### config.mk
export PLATFORM = sky130hd
export DESIGN_NAME = ovl_fault_timer
export DESIGN_NICKNAME = d
export VERILOG_FILES = /design/src/rtl/ovl_timer_pkg.sv /design/src/rtl/ovl_start_window.sv /design/src/rtl/ovl_run_filter.sv /design/src/rtl/ovl_fault_timer.sv
export SDC_FILE = /design/constraint.sdc
export NUM_CORES = 1
export LEC_CHECK = 0
export BUFFER_PORTS_ARGS = -buffer_cell sky130_fd_sc_hd__buf_2
export CAP_MARGIN = 25
export CORE_MARGIN = 8
export CORE_UTILIZATION = 61
export CTS_CLUSTER_SIZE = 40
export DETAILED_ROUTE_END_ITERATION = 8
export PLACE_DENSITY_LB_ADDON = 0.25
export SYNTH_ARGS = -nofsm -noshare
export SYNTH_HDL_FRONTEND = slang
export SYNTH_HIERARCHICAL = 1
export SYNTH_SLANG_ARGS = --single-unit
export TNS_END_PERCENT = 5
### constraint.sdc
create_clock -name clk -period 2.68 [get_ports clk]
set_input_delay 0 -clock clk [delete_from_list [all_inputs] [get_ports clk]]
set_output_delay 0 -clock clk [all_outputs]
set_load 0.01 [all_outputs]
### src/rtl/ovl_timer_pkg.sv
package ovl_timer_pkg;

    typedef enum logic [1:0] {
        PS_OFF   = 2'd0,
        PS_START = 2'd1,
        PS_RUN   = 2'd2,
        PS_FAULT = 2'd3
    } port_state_e;

    typedef struct packed {
        port_state_e state;
        logic        pwr_off;
        logic        start_evt;
        logic        run_evt;
        logic        pgood;
    } ctl_regs_t;

endpackage

### src/rtl/ovl_start_window.sv
module ovl_start_window #(
    parameter int WIN_MS      = 60,
    parameter int START_TOL_MS = 5
) (
    input  logic clk,
    input  logic rst_n,
    input  logic en,
    input  logic tick,
    input  logic ovl,
    output logic trip_now,
    output logic done_now
);
    localparam int HIT_LIM = WIN_MS - START_TOL_MS;
    localparam int CW      = $clog2(WIN_MS + 1);
    localparam logic [CW-1:0] WIN_LAST = CW'(WIN_MS - 1);
    localparam logic [CW-1:0] HIT_LAST = CW'(HIT_LIM - 1);

    typedef struct packed {
        logic [CW-1:0] win;
        logic [CW-1:0] hits;
    } win_regs_t;

    win_regs_t r_d, r_q;

    always_comb begin
        r_d = r_q;
        if (!en) begin
            r_d.win  = '0;
            r_d.hits = '0;
        end else if (tick) begin
            if (r_q.win != CW'(WIN_MS))
                r_d.win = r_q.win + 1'b1;
            if (ovl && r_q.hits != CW'(HIT_LIM))
                r_d.hits = r_q.hits + 1'b1;
        end
    end

    always_ff @(posedge clk or negedge rst_n) begin
        if (!rst_n) r_q <= '0;
        else        r_q <= r_d;
    end

    assign trip_now = en && tick && ovl && (r_q.hits == HIT_LAST);
    assign done_now = en && tick && (r_q.win == WIN_LAST);

endmodule

### src/rtl/ovl_run_filter.sv
module ovl_run_filter #(
    parameter int TRIP_MS  = 60,
    parameter int DOWN_DIV = 16
) (
    input  logic clk,
    input  logic rst_n,
    input  logic en,
    input  logic tick,
    input  logic ovl,
    output logic trip_now
);
    localparam int LW = $clog2(TRIP_MS + 1);
    localparam int DW = (DOWN_DIV > 1) ? $clog2(DOWN_DIV) : 1;
    localparam logic [LW-1:0] LVL_MAX  = LW'(TRIP_MS);
    localparam logic [LW-1:0] LVL_LAST = LW'(TRIP_MS - 1);
    localparam logic [DW-1:0] DIV_LAST = DW'(DOWN_DIV - 1);

    typedef struct packed {
        logic [LW-1:0] lvl;
        logic [DW-1:0] div;
    } flt_regs_t;

    flt_regs_t r_d, r_q;

    always_comb begin
        r_d = r_q;
        if (!en) begin
            r_d.lvl = '0;
            r_d.div = '0;
        end else if (tick) begin
            if (ovl) begin
                if (r_q.lvl != LVL_MAX)
                    r_d.lvl = r_q.lvl + 1'b1;
            end else if (r_q.div == DIV_LAST) begin
                r_d.div = '0;
                if (r_q.lvl != '0)
                    r_d.lvl = r_q.lvl - 1'b1;
            end else begin
                r_d.div = r_q.div + 1'b1;
            end
        end
    end

    always_ff @(posedge clk or negedge rst_n) begin
        if (!rst_n) r_q <= '0;
        else        r_q <= r_d;
    end

    assign trip_now = en && tick && ovl && (r_q.lvl == LVL_LAST);

endmodule

### src/rtl/ovl_fault_timer.sv
module ovl_fault_timer
    import ovl_timer_pkg::*;
#(
    parameter int WIN_MS       = 60,
    parameter int START_TOL_MS = 5,
    parameter int TRIP_MS      = 60,
    parameter int DOWN_DIV     = 16
) (
    input  logic clk,
    input  logic rst_n,
    input  logic port_on_req,
    input  logic ms_tick,
    input  logic ovc_flag,
    input  logic vout_bad,
    input  logic clamp_on,
    output logic pwr_off,
    output logic start_ovl_evt,
    output logic run_ovl_evt,
    output logic pgood_start
);
    ctl_regs_t c_d, c_q;

    logic ovl;
    logic win_en, run_en;
    logic win_trip, win_done, run_trip;

    assign ovl    = ovc_flag | vout_bad;
    assign win_en = port_on_req && (c_q.state == PS_START);
    assign run_en = port_on_req && (c_q.state == PS_RUN);

    ovl_start_window #(
        .WIN_MS       (WIN_MS),
        .START_TOL_MS (START_TOL_MS)
    ) u_win (
        .clk      (clk),
        .rst_n    (rst_n),
        .en       (win_en),
        .tick     (ms_tick),
        .ovl      (ovl),
        .trip_now (win_trip),
        .done_now (win_done)
    );

    ovl_run_filter #(
        .TRIP_MS  (TRIP_MS),
        .DOWN_DIV (DOWN_DIV)
    ) u_run (
        .clk      (clk),
        .rst_n    (rst_n),
        .en       (run_en),
        .tick     (ms_tick),
        .ovl      (ovl),
        .trip_now (run_trip)
    );

    always_comb begin
        c_d           = c_q;
        c_d.start_evt = 1'b0;
        c_d.run_evt   = 1'b0;
        unique case (c_q.state)
            PS_OFF: begin
                c_d.pwr_off = 1'b0;
                c_d.pgood   = 1'b0;
                if (port_on_req) c_d.state = PS_START;
            end
            PS_START: begin
                if (!port_on_req) begin
                    c_d.state = PS_OFF;
                end else if (clamp_on) begin
                    c_d.state   = PS_FAULT;
                    c_d.run_evt = 1'b1;
                    c_d.pwr_off = 1'b1;
                end else if (win_trip) begin
                    c_d.state     = PS_FAULT;
                    c_d.start_evt = 1'b1;
                    c_d.pwr_off   = 1'b1;
                end else if (win_done) begin
                    c_d.state = PS_RUN;
                    c_d.pgood = 1'b1;
                end
            end
            PS_RUN: begin
                if (!port_on_req) begin
                    c_d.state = PS_OFF;
                    c_d.pgood = 1'b0;
                end else if (clamp_on || run_trip) begin
                    c_d.state   = PS_FAULT;
                    c_d.run_evt = 1'b1;
                    c_d.pwr_off = 1'b1;
                    c_d.pgood   = 1'b0;
                end
            end
            PS_FAULT: begin
                if (!port_on_req) begin
                    c_d.state   = PS_OFF;
                    c_d.pwr_off = 1'b0;
                end
            end
            default: c_d.state = PS_OFF;
        endcase
    end

    always_ff @(posedge clk or negedge rst_n) begin
        if (!rst_n) begin
            c_q.state     <= PS_OFF;
            c_q.pwr_off   <= 1'b0;
            c_q.start_evt <= 1'b0;
            c_q.run_evt   <= 1'b0;
            c_q.pgood     <= 1'b0;
        end else begin
            c_q <= c_d;
        end
    end

    assign pwr_off       = c_q.pwr_off;
    assign start_ovl_evt = c_q.start_evt;
    assign run_ovl_evt   = c_q.run_evt;
    assign pgood_start   = c_q.pgood;

endmodule

==> results of run 1 <==
==> repair_timing <==
action	4_1_cts	5_1_grt
resized for setup	0	2
endpoints found under the setup margin	0	4
hold endpoints to repair	29	0
hold buffers	3	0
==> cells in the final DEF, fill, tap and decap left out, types with 2 or more instances in the layout <==
cell type,instances
a31oi_1,3
nor4_1,2
nand2_1,23
buf_4,4
xnor2_1,3
a21oi_1,7
mux2_2,2
nor3_1,4
o311ai_0,3
o21ai_0,11
nor2_1,4
nor2b_1,6
and2_1,5
or3b_1,2
o41ai_1,2
dfrtp_1,28
dlygate4sd3_1,3
mux2_4,2
clkbuf_4,3
nand3_1,3
buf_2,10
o21a_1,2
nand4_1,5
nand2b_1,3
a211oi_1,3
ha_1,16
mux2i_1,11
and3_1,3
nor4_2,2
inv_1,15
==> per-layer routing <==
metal  up-vias  part of all wire
li1        773                 -
met1       770              0.45
met2        34              0.50
met3         6             0.039
met4         0             0.012
met5         -                 0
==> Yosys cell counts, types with 3 or more instances <==
master / number / area share
a31oi_1: 3 / 0.0096
and2_1: 5 / 0.016
and3_1: 3 / 0.0096
nor2b_1: 6 / 0.019
nand4_1: 5 / 0.016
o21ai_0: 11 / 0.028
xnor2_1: 3 / 0.013
o311ai_0: 3 / 0.013
nor2_1: 4 / 0.0077
mux2i_1: 11 / 0.056
a21oi_1: 7 / 0.018
ha_1: 16 / 0.10
nor3_1: 5 / 0.013
nand3_1: 3 / 0.0077
nand2b_1: 3 / 0.0096
a211oi_1: 3 / 0.012
dfrtp_1: 28 / 0.36
inv_1: 16 / 0.031
nand2_1: 23 / 0.044
==> power breakdown <==
| part | total (mW) | switching (mW) | internal [mW] |
|---|---|---|---|
| Combinational | 0.480 | 0.258 | 0.223 |
| Clock | 0.279 | 0.127 | 0.151 |
| Sequential | 0.511 | 0.0462 | 0.465 |
==> worst paths after layout <==
path,startpoint,endpoint,depth (start not counted)
max in group asynchronous,rst_n,c_q[5]$_DFFE_PN0P_,2
setup / recovery,c_q[4]$_DFFE_PN0P_,run_ovl_evt$_DFF_PN0_,9
hold reg to reg,pwr_off$_DFFE_PN0P_,pwr_off$_DFFE_PN0P_,1
min in group asynchronous,rst_n,u_win/r_q[4]$_DFFE_PN0P_,2
hold / removal,port_on_req,start_ovl_evt$_DFF_PN0_,3
setup reg to reg,c_q[4]$_DFFE_PN0P_,run_ovl_evt$_DFF_PN0_,9
==> cell families (layout without fill, tap and decap cells) <==
| logic type | count (synthesis) | count (layout) | synth area share |
|---|---|---|---|
| and+or+nand+nor | 75 | 75 | 0.2200 |
| adders and majority gates | 17 | 17 | 0.1129 |
| buffers and inverters | 21 | 37 | 0.04362 |
| AOI/OAI and AO/OA | 44 | 44 | 0.1674 |
| xor gates and xnor gates | 3 | 3 | 0.01347 |
| muxes | 15 | 15 | 0.08339 |
| DFF | 28 | 28 | 0.3592 |
==> stage by stage <==
| step | hold WS [ps] | power (mW) | cells | utilization | instance area [sq um] |
|---|---|---|---|---|---|
| after floorplan | -295.6 | 0.8536 | 203 | - | 1951 |
| after global placement | 44.83 | 0.9618 | 256 | 0.6750 | 2061 |
| after detailed placement | 55.84 | 0.9804 | 256 | 0.6750 | 2061 |
| after CTS | 43.67 | 1.266 | 263 | 0.7020 | 2143 |
| after global routing | 46.39 | 1.350 | 263 | 0.7037 | 2148 |
| final | 67.37 | 1.270 | 263 | 0.7037 | 2148 |
==> final cells by class <==
| cell class | count | area (sq um) |
|---|---|---|
| Clock buffer | 3 | 22.52 |
| Clock inverter | 1 | 30.03 |
| Fill cell | 240 | 904.6 |
| Inverter | 16 | 60.06 |
| Multi-Input combinational cell | 154 | 1170 |
| Sequential cell | 28 | 700.7 |
| Tap cell | 44 | 55.05 |
| Timing Repair Buffer | 17 | 110.1 |
==> sequential cells by signal, indices dropped and copies added, names as in the netlist <==
register	flops
start_ovl_evt	1
u_win/r_q	12
u_run/r_q	10
pgood_start	1
pwr_off	1
run_ovl_evt	1
c_q	2
==> critical path, cell delays in order, from the launching register on <==
cell	delay, ps
dfrtp_1	480
inv_1	150
ha_1	250
nand2_1	130
inv_2	170
nand4_1	120
nor3_2	230
o21ai_0	130
a21oi_1	170
dlygate4sd3_1	570
==> impl_metrics.yaml, run 1 <==
clock_tree:
  cts_buffers: 3
  cts.path.max_buffers: 2
  clkTransAtPathRegs_ps: 160
  tritoncts: "yes"
  root_buffer: "clkbuf_4"
  cts.htree.levels: 1
  cts_setup_buffers: 0
  clock_sinks: 28
  clock_latency_ps: 330
global_routing:
  grt_pass1_vias: 1629
  grtUsageTotal: 0.1573
  use_met2: 0.2883
  grt_max_degree: 29
  overflow: 0
  use_met1: 0.1791
  grt_antenna_before_repair: 0
  grt_pass1_wl_um: 6817
  grt_use_met3: 0.02342
  busiest_layer: "met2"
final_layout:
  final_layout_size_suffix_gt1_frac: 0.1689
  diodes: 0
  final_nets: 244
  area_delta_synth_final_pct: 10.13
detailed_routing:
  firstDrtPassIters: 4
  via_count: 1583
  wl_um: 3979
  wire_per_inst_um: 15.13
  drcViolationCount: 0
  via_per_inst: 6.019
  ant_nets: 0
  drt_iter0_markers: 79
hold_path:
  min_path_type: "input port to flip-flop"
worst_setup_path:
  ff2ff_setup_slack_ps: 240
  path_class: "flip-flop to flip-flop"
  cp-end-kind: "flip-flop"
  path_max_fanout: 12
  critPathArrivalTime_ps: 2730
  worst_ep_required_time_ps: 2970
  start_kind: "flip-flop"
sta:
  worst_slack_ps: 237.5
  layout_worst_path_cycle_share: 0.9114
  hold_viol: 0
  grt_setup_unrepaired: "false"
  worstMarginPinSlew_ps: 661.2
  clock_skew_ps: 10.22
  relSlewSlack: 0.5592
  setup_violations: 0
  fmax_ghz: 0.4094
  post-route-min-period_ps: 2442
  maxSlewViolCount: 0
  tns_ps: 0
power:
  peakVddDrop_uv: 456.6
  p_per_area_nw_per_um2: 591.2
  leakagePower_nw: 0.9296
run_status:
  status: "complete, no violations"
synth:
  synth_edf_count: 0
  synth_ff_type: "dfrtp_1"
  ys_async_sr_fraction: 1.000
  syn_avg_cell_area_sq_um: 9.609
  synth_cells: 203
  seq_area_frac_synth: 0.3592
  syn_area_sq_um: 1951
  yosys_warnings: 6
  synth_cell_type_count: 56
  syn-num-nets: 227
  ys_ff_latch: 28
floorplanning:
  num_rows: 20
  initial_core_util: 0.6389
  die_area_sq_um: 5264
  pin_count: 11
  die-width_um: 72.55
  coreArea_sq_um: 3053
  die_h_um: 72.55
placed_design:
  pre_cts_slack_ps: 147.0
  port_buffers: 10
  gp_congestion: 0.9487
  hpwl_um: 2984
run:
  drv_cap: 0
Power figures use the tool's default switching activity.
==> inputs of run 2 (changes only) <==
==> constraint.sdc (replaced) <==
create_clock -name clk -period 2.68 [get_ports clk]
set_input_delay 0.268 -clock clk [delete_from_list [all_inputs] [get_ports clk]]
set_output_delay 0.268 -clock clk [all_outputs]
set_load 0.01 [all_outputs]
==> impl_metrics.yaml, run 2 (same netlist as run 1, synthesis figures left out) <==
run_status:
  status: "complete, no violations"
sta:
  layout_worst_path_cycle_share: 0.9079
  setup_violations: 0
  tns_ps: 0
  fmax_ghz: 0.4110
  clock_skew_ps: 4.508
  worst_slack_ps: 246.8
  maxSlewViolCount: 0
  relSlewSlack: 0.5920
  grt_setup_unrepaired: "false"
  post-route-min-period_ps: 2433
  hold_viol: 0
  worstMarginPinSlew_ps: 612.0
floorplanning:
  coreArea_sq_um: 3053
  initial_core_util: 0.6389
  die_area_sq_um: 5264
  pin_count: 11
  die-width_um: 72.55
  num_rows: 20
  die_h_um: 72.55
power:
  combinationalPowerShare: 0.409
  clock_power_share: 0.145
  peakVddDrop_uv: 447.2
  internal-power_mw: 0.7346
  seq_power_share: 0.446
  p_per_area_nw_per_um2: 546.9
  leakagePower_nw: 0.9046
  p_switching_mw: 0.4130
  netSwitchingFraction: 0.3599
global_routing:
  grt_pass1_vias: 1566
  overflow: 0
  grt_max_degree: 29
  grt_pass1_wl_um: 6679
  grt_antenna_before_repair: 0
  grtUsageTotal: 0.1545
final_layout:
  reg_top3: "u_win/r_q (12), u_run/r_q (10), c_q (2)"
  area_delta_synth_final_pct: 7.569
  final_nets: 242
  regMostFlops: "u_win/r_q"
  final_cell_mix: "28 x dfrtp_1, 23 x nand2_1, 16 x ha_1, 15 x inv_1"
  largest_reg_flops: 12
  diodes: 0
  final_common_cell: "dfrtp_1"
  layout.cells.non_filler: 260
  final_layout_size_suffix_gt1_frac: 0.1667
worst_setup_path:
  cp_cell_sequence: "inv_1 > ha_1 > and2_1 > buf_4 > nand2_1 > nor3_1 > buf_4 > o41ai_2 > mux2_4"
  worst_ep_required_time_ps: 2890
  path_buf_inv: 3
  cp_slowest_cell: "o41ai_2"
  slowest_delay_ps: 530
  ff2ff_setup_slack_ps: 250
  critPathArrivalTime_ps: 2650
  cp-end-kind: "flip-flop"
  r2r_cells: 9
  path_class: "flip-flop to flip-flop"
  r2r-start: "c_q[5]$_DFFE_PN0P_"
  crit_family: "compound AO/OA/AOI/OAI gates"
  path_max_fanout: 12
  cpMostUsedCell: "buf_4"
  r2r_end: "c_q[4]$_DFFE_PN0P_"
  start_kind: "flip-flop"
run:
  drv_cap: 0
clock_tree:
  cts_setup_buffers: 0
  cts.htree.levels: 1
  cts.path.max_buffers: 2
  clock_latency_ps: 320
  clock_sinks: 28
  root_buffer: "clkbuf_4"
  cts_buffers: 3
  tritoncts: "yes"
  clkTransAtPathRegs_ps: 140
placed_design:
  placedCellCount: 256
  gp_congestion: 0.8803
  hpwl_um: 2924
  port_buffers: 10
  pre_cts_slack_ps: 134.1
hold_path:
  hp-start: "port_on_req"
  hold_path_end: "run_ovl_evt$_DFF_PN0_"
  holdPathStages: 3
  min_path_type: "input port to flip-flop"
detailed_routing:
  ant_nets: 0
  wl_um: 3851
  wire_per_inst_um: 14.81
  drt_iter0_markers: 67
  firstDrtPassIters: 4
  drcViolationCount: 0
  via_per_inst: 5.958
  via_count: 1549
## run 2: cell types whose count changed in the layout (fill, tap and decap cells not counted)
cell           before  now
dlygate4sd3_1       3    1
bufinv_16           1    0
## run 2: worst max path at each step
stage                            start                       to  slack (ps)  depth (start not counted)
CTS                 c_q[4]$_DFFE_PN0P_       c_q[4]$_DFFE_PN0P_         100                         10
floorplan           c_q[5]$_DFFE_PN0P_  pgood_start$_DFFE_PN0P_         370                          9
global route        c_q[4]$_DFFE_PN0P_       c_q[4]$_DFFE_PN0P_          80                         10
global placement    c_q[4]$_DFFE_PN0P_       c_q[4]$_DFFE_PN0P_         330                         10
detailed placement  c_q[4]$_DFFE_PN0P_       c_q[4]$_DFFE_PN0P_         130                         10
finish              c_q[5]$_DFFE_PN0P_       c_q[4]$_DFFE_PN0P_         250                          9
## run 2: tightest hold or removal path, cell delays in order
cell	delay, ps
buf_2	150
nand2_1	70
a21oi_1	50
## run 2: power groups by stage
stage          logic [mW]  clock network (mW)  registers [mW]
2_1_floorplan       0.336                   0           0.518
3_3_place_gp        0.447                   0           0.514
3_5_place_dp        0.463                   0           0.519
4_1_cts             0.467               0.173           0.512
5_1_grt             0.524               0.187           0.518
6_report            0.469               0.166           0.512
## run 2: layer usage
metal,track usage,vias to the layer above,wire length (um)
li1,-,768,-
met5,0,-,0
met1,0.1820,749,1740
met4,0.07778,0,48
met2,0.2634,26,1956
met3,0.02479,6,105
## run 2: layout make-up
class	instances	area (sq um)
repair buffers	15	90.09
fillers	256	954.7
clock buffers	3	22.52
well taps	44	55.05
inverters	16	60.06
multi-input cells	154	1170
flip-flops and latches	28	700.7
## run 2: what timing repair did
action / in CTS / in global routing
setup endpoints to repair: 0 / 3
gates resized for setup: 0 / 2
hold endpoints to repair: 28 / 0
hold buffers: 1 / 0
## run 2: through the flow
stage / utilization / total power [mW] / area, sq um / hold WS (ps)
global route: 0.6873 / 1.230 / 2098 / 236.6
CTS: 0.6857 / 1.151 / 2093 / 235.2
global placement: 0.6750 / 0.9611 / 2061 / 313.7
finish: 0.6873 / 1.148 / 2098 / 244.6
detailed placement: 0.6750 / 0.9823 / 2061 / 322.8
floorplan: - / 0.8536 / 1951 / -27.59
